**config.mk**
```make
export PLATFORM = sky130hd
export DESIGN_NAME = vdma_seq
export DESIGN_NICKNAME = d
export VERILOG_FILES = /design/src/rtl/vdma_seq.sv
export SDC_FILE = /design/constraint.sdc
export NUM_CORES = 1
export LEC_CHECK = 0
export ABC_AREA = 1
export BUFFER_PORTS_ARGS = -buffer_cell sky130_fd_sc_hd__buf_2
export CORE_UTILIZATION = 40
export CTS_BUF_LIST = sky130_fd_sc_hd__clkbuf_4 sky130_fd_sc_hd__clkbuf_8
export CTS_CLUSTER_DIAMETER = 120
export DETAILED_ROUTE_END_ITERATION = 8
export MAX_ROUTING_LAYER = met4
export PLACE_DENSITY = 0.65
export SYNTH_ARGS = -nofsm -noshare
export SYNTH_HDL_FRONTEND = slang
export SYNTH_SLANG_ARGS = --single-unit
export TNS_END_PERCENT = 1
```
**constraint.sdc**
```tcl
create_clock -name clk -period 2.9 [get_ports clk]
set_input_delay 0.29 -clock clk [delete_from_list [all_inputs] [get_ports clk]]
set_output_delay 0.29 -clock clk [all_outputs]
set_load 0.02 [all_outputs]
```
**src/rtl/vdma_seq.sv**
```systemverilog
module vdma_seq #(
  parameter int PCW = 10,
  parameter int CW = 12,
  parameter int AW = 32,
  parameter logic [PCW-1:0] START_PC = '0,
  parameter logic [15:0] TAG_OK = 16'h40CE
) (
  input  logic           clk,
  input  logic           rst_n,
  input  logic           run_en,
  input  logic           irq_clr,
  output logic           if_req,
  output logic [PCW-1:0] if_addr,
  input  logic           if_vld,
  input  logic [31:0]    if_data,
  input  logic           fifo_vld,
  input  logic [31:0]    fifo_data,
  input  logic           fifo_eol,
  input  logic [3:0]     fifo_tag,
  output logic           fifo_rd,
  output logic           wr_vld,
  output logic [AW-1:0]  wr_addr,
  output logic [31:0]    wr_data,
  output logic [3:0]     wr_be,
  input  logic           wr_rdy,
  output logic           irq_err
);
  localparam logic [3:0] OP_WR   = 4'h1;
  localparam logic [3:0] OP_SKIP = 4'h2;
  localparam logic [3:0] OP_JMP  = 4'h7;
  localparam logic [3:0] OP_SYNC = 4'h8;
  localparam logic [3:0] OP_WRC  = 4'h9;
  localparam logic [CW-1:0] FOUR = CW'(4);

  typedef enum logic [2:0] {ST_IDLE, ST_OP, ST_ARG, ST_SYNC, ST_MOVE, ST_HALT} st_t;

  st_t           st;
  logic [PCW-1:0] pc;
  logic [AW-1:0] acnt;
  logic [CW-1:0] rem;
  logic [3:0]    op, tag;
  logic          eol_q, drop, irq_q;

  logic [3:0]    d_op;
  logic          d_data, d_rsv, d_bad, arg_bad, err_set, moving;
  logic [CW-1:0] step;

  assign d_op   = if_data[31:28];
  assign d_data = (d_op == OP_WR) || (d_op == OP_WRC) || (d_op == OP_SKIP);
  assign d_rsv  = d_data ? ((if_data[25:0] >> CW) != '0) :
                  (d_op == OP_JMP)  ? (if_data[27:0] != '0) :
                  (d_op == OP_SYNC) ? (if_data[27:4] != '0) : 1'b0;
  assign d_bad  = !(d_data || d_op == OP_JMP || d_op == OP_SYNC) || d_rsv ||
                  (d_op == OP_WRC && if_data[27]) ||
                  (d_op == OP_SYNC && !TAG_OK[if_data[3:0]]);
  assign arg_bad = (if_data >> PCW) != '0;
  assign err_set = run_en && if_vld &&
                   ((st == ST_OP && d_bad) || (st == ST_ARG && op == OP_JMP && arg_bad));

  assign step   = (rem > FOUR) ? FOUR : rem;
  assign moving = run_en && st == ST_MOVE && rem != '0 && fifo_vld;

  assign if_req  = run_en && (st == ST_OP || st == ST_ARG);
  assign if_addr = pc;
  assign wr_vld  = moving && op != OP_SKIP;
  assign wr_addr = acnt;
  assign wr_data = fifo_data;
  assign wr_be   = (rem >= FOUR) ? 4'hF : (rem == CW'(3)) ? 4'h7 :
                   (rem == CW'(2)) ? 4'h3 : 4'h1;
  assign fifo_rd = (moving && (op == OP_SKIP || wr_rdy)) ||
                   (run_en && st == ST_SYNC && fifo_vld);
  assign irq_err = irq_q;

  always_ff @(posedge clk or negedge rst_n) begin
    if (!rst_n) begin
      st <= ST_IDLE;
      pc <= START_PC;
      acnt <= '0;
      rem <= '0;
      op <= '0;
      tag <= '0;
      eol_q <= 1'b0;
      drop <= 1'b0;
      irq_q <= 1'b0;
    end else begin
      if (err_set) irq_q <= 1'b1;
      else if (irq_clr) irq_q <= 1'b0;

      if (!run_en) begin
        st <= ST_IDLE;
        pc <= START_PC;
        drop <= 1'b0;
        rem <= '0;
      end else begin
        unique case (st)
          ST_IDLE: st <= ST_OP;
          ST_OP: if (if_vld) begin
            pc <= pc + 1'b1;
            op <= d_op;
            eol_q <= if_data[26];
            rem <= if_data[CW-1:0];
            tag <= if_data[3:0];
            if (d_bad) st <= ST_HALT;
            else if (d_op == OP_WR || d_op == OP_JMP) st <= ST_ARG;
            else if (d_op == OP_SYNC) st <= ST_SYNC;
            else if (drop) begin
              if (if_data[26]) drop <= 1'b0;
            end else st <= ST_MOVE;
          end
          ST_ARG: if (if_vld) begin
            pc <= pc + 1'b1;
            if (op == OP_JMP) begin
              if (arg_bad) st <= ST_HALT;
              else begin
                pc <= if_data[PCW-1:0];
                st <= ST_OP;
              end
            end else if (drop) begin
              if (eol_q) drop <= 1'b0;
              st <= ST_OP;
            end else begin
              acnt <= if_data[AW-1:0];
              st <= ST_MOVE;
            end
          end
          ST_MOVE: begin
            if (rem == '0) st <= ST_OP;
            else if (fifo_rd) begin
              acnt <= acnt + AW'(step);
              rem <= rem - step;
              if (fifo_eol) begin
                rem <= '0;
                st <= ST_OP;
                if (!eol_q) drop <= 1'b1;
              end else if (rem == step) st <= ST_OP;
            end
          end
          ST_SYNC: if (fifo_rd && fifo_tag == tag) st <= ST_OP;
          default: st <= ST_HALT;
        endcase
      end
    end
  end


  write_pop_chk: assert property (@(posedge clk) disable iff (!rst_n)
    wr_vld && wr_rdy |-> fifo_rd);


  be_shape_chk: assert property (@(posedge clk) disable iff (!rst_n)
    wr_vld |-> (wr_be == 4'h1 || wr_be == 4'h3 || wr_be == 4'h7 || wr_be == 4'hF));


  addr_step_chk: assert property (@(posedge clk) disable iff (!rst_n)
    (wr_vld && wr_rdy && !fifo_eol && wr_be == 4'hF) |=>
      (!wr_vld || wr_addr == $past(wr_addr) + AW'(4)));


  halt_quiet_chk: assert property (@(posedge clk) disable iff (!rst_n)
    st == ST_HALT |-> !fifo_rd && !if_req && !wr_vld);


  irq_sticky_chk: assert property (@(posedge clk) disable iff (!rst_n)
    irq_err && !irq_clr |=> irq_err);


  idle_quiet_chk: assert property (@(posedge clk) disable iff (!rst_n)
    !run_en |=> !fifo_rd && !wr_vld);


  fetch_seq_chk: assert property (@(posedge clk) disable iff (!rst_n)
    (if_req && if_vld && !err_set && st == ST_OP && d_op != OP_JMP) |=>
      (if_addr == $past(if_addr) + 1'b1));
endmodule

```
# Yosys cells after proc, flatten, opt, wreduce, memory -nomap -nowiden
# Memories as Yosys holds them, arrays and structs flattened.
# Index checks and enable logic that the tools add are counted.
[op_classes]
n_addsub = 3
magnitude_cmp = 3
eq_ne = 38
mux = 60
reduce_logical = 45
[ops]
columns = ["cell", "n"]
rows = [
  ["$mux W32", 5],
  ["$mux W12", 6],
  ["$pmux W32 S2", 1],
  ["$mux W10", 5],
  ["$mux W3", 16],
  ["$add A32 B12 Y32", 1],
  ["$reduce_bool A32 Y1", 1],
  ["$ne A3 B3 Y1 const B", 10],
  ["$reduce_bool A28 Y1", 1],
  ["$reduce_bool A26 Y1", 1],
  ["$eq A12 B2 Y1 const B", 2],
  ["$pmux W12 S2", 1],
  ["$reduce_bool A24 Y1", 1],
  ["$mux W1", 21],
  ["$pmux W10 S2", 1],
  ["$logic_and A1 B1 Y1", 16],
  ["$pmux W3 S5", 1],
  ["$eq A12 B12 Y1", 1],
  ["$ge A12 B3 Y1 const B", 1],
  ["$gt A12 B3 Y1 const B", 1],
  ["$logic_not A12 Y1", 1],
  ["$logic_or A1 B1 Y1", 12],
  ["$reduce_bool A12 Y1", 1],
  ["$sub A12 B12 Y12", 1],
  ["other kinds (29)", 41],
]
[totals]
regBits = 68
rom_bits = 16
in_bits = 76
memories = 1
[memory_table]
columns = ["name", "words", "word_bits", "rd", "rd_ports_with_merged_regs", "write_ports", "line", "source"]
rows = [
  ["(no name shown)", 16, 1, 1, 0, 0, "55", "(d_op == OP_SYNC && !TAG_OK[if_data[3:0]]);"],
]

# Longest topological paths before layout
[logic_depth]
word_depth = 13
depth_mapped = 18
mapped_depth_nobuf = 18

# Least setup slack after synthesis
# OpenSTA, ideal clock, no wires.
[synth_path]
path_type = "flip-flop to flip-flop"
from = "register rem[4]"
to = "register acnt[12], in the netlist wr_addr[12]"
setup_time_ns = 0.117
t_arrival_ns = 2.318
t_required_ns = 2.783
slack_ns = 0.465
stages_incl_launch_ff = 17
n_path_buf = 0
synth_period_minus_slack_ns = 2.435
path_cell_list = "dfrtp_1 nor2_1 nand2_1 nor2_4 nand2_1 nor2_1 ha_1 fa_1 nand3_1 nand3_1 nand3_1 nand3_1 or2_2 nand3_1 o21ai_0 nand2_1 nand2_1"
[synth_via]
elab_chain_cells = 7
word_cells_on_any_way = 15
classes_between = "1 x add/sub; 1 x order compare; 2 x eq/ne; 4 x mux; 7 x reduce/logical"
[synth_lines]
columns = ["item", "line", "source"]
rows = [
  ["start, declared", "40", "logic [CW-1:0] rem;"],
  ["start signal, assigned", "101", "rem <= if_data[CW-1:0];"],
  ["start signal, assigned", "130", "rem <= rem - step;"],
  ["parallel branches: the longest is 7 deep, another holds $add A32 B12 Y32", "-", ""],
  ["end signal, assigned", "122", "acnt <= if_data[AW-1:0];"],
  ["end signal, assigned", "129", "acnt <= acnt + AW'(step);"],
  ["end, declared", "39", "logic [AW-1:0] acnt;"],
]
# Parallel ways; which one is timed is not known. The select of a mux whose other input is x is not followed.
# A chain may end at the register's enable or synchronous reset.

# Final worst setup path
[layout_path]
from = "register rem[5]"
to = "register acnt[31], in the netlist wr_addr[31]"
# The elaborated chain is that of the path after synthesis.

==> results.md <==
* Period utilization at 89.0%
* Fin worst setup slack at 0.319 ns
* First-pass GRT wire length at 27,300 microns
* Initial antenna violation count at 0
* Final ANT Viol Nets at 0
* Crit-path slowest cell: dfrtp_1
* Sequential-to-total area share from yosys stat at 29.9%
* IO Count at 158
* Cell repeated most along the worst path: nand2_1
* N_diodes at 0
* DR iter-0 viols at 428
* Endpoint type of the worst setup path: flip-flop
* Worst path cell trace: nor2_2 > nand2_1 > nor2_4 > nand2_2 > nor2_1 > ha_1 > nand3_1 > nand2_1 > nand2_1 > nand3_1 > nand2_1 > nand2_1 > nand2_1 > or2_2 > nand3_1 > nand2_1 > nand2_1
* MaxCap Viol Count at 0
* Worst skew pair latency at 0.38 ns
* Post-synthesis simple-gate area fraction at 37.5%
* Psw at 3050 uW
* Synthesized area at 5700 sq um
* Rel. slew slack at 51.7%
* Vias in the first global route at 5,490
* Clock transition at path regs at 0.08 ns
* Post-synth EDFFs at 0
* Sequential group share of total power at 30.6%
* #FFs+latches synth at 68
* Post-route cell area at 6390 sq um
* Adder-cell area share of the yosys netlist at 3.42%
* Rows at 43
* Required time of the critical path at 3.22 ns
* Via count at 6,026
* CP Launch Type: flip-flop
* Starting Density at 41.1%
* Drt drc at 0
* PwrDens at 921 nW/um^2
* CTS tree: yes
* Combinational share of power at 55.3%
* Status: completed
* DIE WIDTH at 121 microns
* Final min period at 2.58 ns
* Worst VDD drop at 0.447 mV
* Hold Crit Class: in -> reg
* Routed vias/inst at 5.18
* Share of layout cells above drive strength 1 at 14.6%
* Pint at 2840 uW
* Placed Area at 6150 sq um
* HPWL after detailed placement at 13,000 microns
* PortBufs at 92
* Post-synthesis compound-gate area fraction at 13.0%
* Largest net degree at the start of global routing at 42
* Clock root buffer: clkbuf_8
* Router iterations before antenna repair at 5
* Global placer's final weighted congestion at 0.959
* Filler instances at 1,482
* Core Box Area at 13,900 sq um
* Gr usage total at 24.4%
* Lkg Pwr at 0.00339 uW
* Largest family of logic cells by synthesized area: simple AND/OR/NAND/NOR gates
* Sw frac at 51.8%
* Worst clock skew at 0.0143 ns
* Critical path class: reg -> reg
* Longest Clk Path Bufs at 2
* CP max FO at 5
* Die height at 121 microns
* Register area at 1700 sq um
* Final #Nets at 1,070
* PnR Total Power at 5890 uW
* Sink Count at 68
* TritonCTS buffer count at 9
* Multi-input gate area at 3290 sq um
* Post-Route WL at 17,000 microns
* Multiplexer share of the synthesized area at 0%
* Worst-Margin Slew at 0.725 ns
* Mean Syn Cell Area at 6.28 sq um
* FMAX at 387 MHz
* Post-placement cell count at 1,147
* Die area at 14,700 sq um
* H-tree depth at 3
* Pre-CTS WS at 0.243 ns
* Gr ovfl total at 0
* CP max stage delay at 0.42 ns
* Async SR Flop Fraction at 100%
* Count of final setup violators at 0
* Count of cell types in the netlist at 38
* Post-Synth XOR/XNOR Area at 2.61%
* Routed length per instance at 14.6 microns
* Max-slew violations at 0
* Yosys warns at 0
* Worst Path Arrival at 2.90 ns
* Hold Vio Cnt, Final at 0
* Final non-filler cell total at 1,164
* Cells after Synth at 907
* Area Growth Syn to Fin at 12.2%
* Top FF cell, synth: dfrtp_1
* Clock Power Share at 14.1%
[cells by family after synthesis]
kind of cell / count (synthesis)
adders and majority gates: 15
buffers and inverters: 165
and+or+nand+nor: 506
AOI/OAI and AO/OA: 134
DFF: 68
xor gates and xnor gates: 17
other: 2
[final timing paths]
| check | start | to | slack (ns) | depth (start not counted) |
|---|---|---|---|---|
| worst min-delay path | irq_clr | irq_err$_DFFE_PN0P_ | 0.10 | 2 |
| max in group asynchronous | rst_n | wr_addr[20]$_DFFE_PN0P_ | 1.98 | 3 |
| worst max-delay path | rem[5]$_DFFE_PN0P_ | wr_addr[31]$_DFFE_PN0P_ | 0.32 | 17 |
| worst max register to register | rem[5]$_DFFE_PN0P_ | wr_addr[31]$_DFFE_PN0P_ | 0.32 | 17 |
| min in group asynchronous | rst_n | if_addr[4]$_DFFE_PN0P_ | 0.46 | 3 |
| worst min register to register | tag[3]$_DFFE_PN0P_ | tag[3]$_DFFE_PN0P_ | 0.51 | 2 |
[cells in the final DEF (no fill, tap or decap), drive strengths merged]
cell,netlist,layout
xnor2,8,8
nand3b,6,6
a22oi,2,2
bufinv,0,1
o21bai,2,2
a21oi,45,45
a32o,1,1
ha,14,14
buf,44,101
nor3,13,13
clkbuf,6,10
or2,4,4
nor2,80,80
clkinvlp,0,2
o211ai,8,8
xor2,9,9
dlygate4sd3,0,1
o31ai,2,2
o21ai,60,60
inv,115,115
a21o,1,1
nand4,15,15
fa,1,1
clkinv,0,3
a31oi,1,1
nand2,300,300
dfrtp,68,68
nor4,5,5
o22ai,11,11
and2,1,1
conb,2,11
a221oi,1,1
nand3,82,82
[Yosys cell counts (9+ instances only)]
| cell type | number | area [sq um] |
|---|---|---|
| nor2_1 | 77 | 289 |
| ha_1 | 14 | 175 |
| dfrtp_1 | 68 | 1700 |
| xor2_1 | 9 | 78.8 |
| o21ai_0 | 54 | 270 |
| nand4_1 | 15 | 93.8 |
| nor3_1 | 13 | 65.1 |
| o22ai_1 | 11 | 68.8 |
| nand3_1 | 81 | 405 |
| buf_4 | 35 | 263 |
| nand2_1 | 299 | 1120 |
| inv_1 | 108 | 405 |
| a21oi_1 | 45 | 225 |
[power groups by stage]
stage	clock network (uW)	logic, uW	registers, uW
floorplan	0	2140	1940
global placement	0	3130	1800
detailed placement	0	3150	1800
CTS	852	3170	1790
global route	891	3650	1860
finish	829	3250	1800
[area by class of cell]
| type | instances | share of cell area, % |
|---|---|---|
| clock buffer | 10 | 2.15 |
| tap | 180 | 3.52 |
| clock inverter | 6 | 0.998 |
| multi-input combinational | 683 | 51.5 |
| timing repair buffer | 102 | 8.41 |
| sequential | 68 | 26.6 |
| inverter | 115 | 6.75 |
[stage by stage]
stage	utilization, %	hold WS, ns	setup TNS, ns
finish	46.1	0.101	0
global placement	44.3	0.337	0
CTS	45.8	0.0823	0
detailed placement	44.3	0.342	0
floorplan	-	-0.00559	0
global route	46.1	0.0994	-0.0138
[state kept, by name (all words and copies together), names as in the netlist]
register / count
if_addr: 10
st: 3
irq_err: 1
drop: 1
eol_q: 1
wr_addr: 32
rem: 12
tag: 4
op: 4
[layer usage]
metal	global-route usage [%]	vias up	part of all wire [%]
li1	-	3033	-
met1	32.3	2784	48
met2	38.3	190	45
met3	4.61	19	5.6
met4	6.40	0	1.5
met5	-	-	0
[critical path: cells and delay by family, from the launching register on]
family        cells  cell delay (ns)
fa+ha+maj         1             0.20
flops             1             0.42
simple gates     16             1.91
[timing repair]
item,in CTS,in global routing
hold buffers,1,0
gates resized for setup,0,10
setup endpoints to repair,0,15
buffers inserted,0,0
endpoints found under the hold margin,27,0
Power figures use the tool's default switching activity.
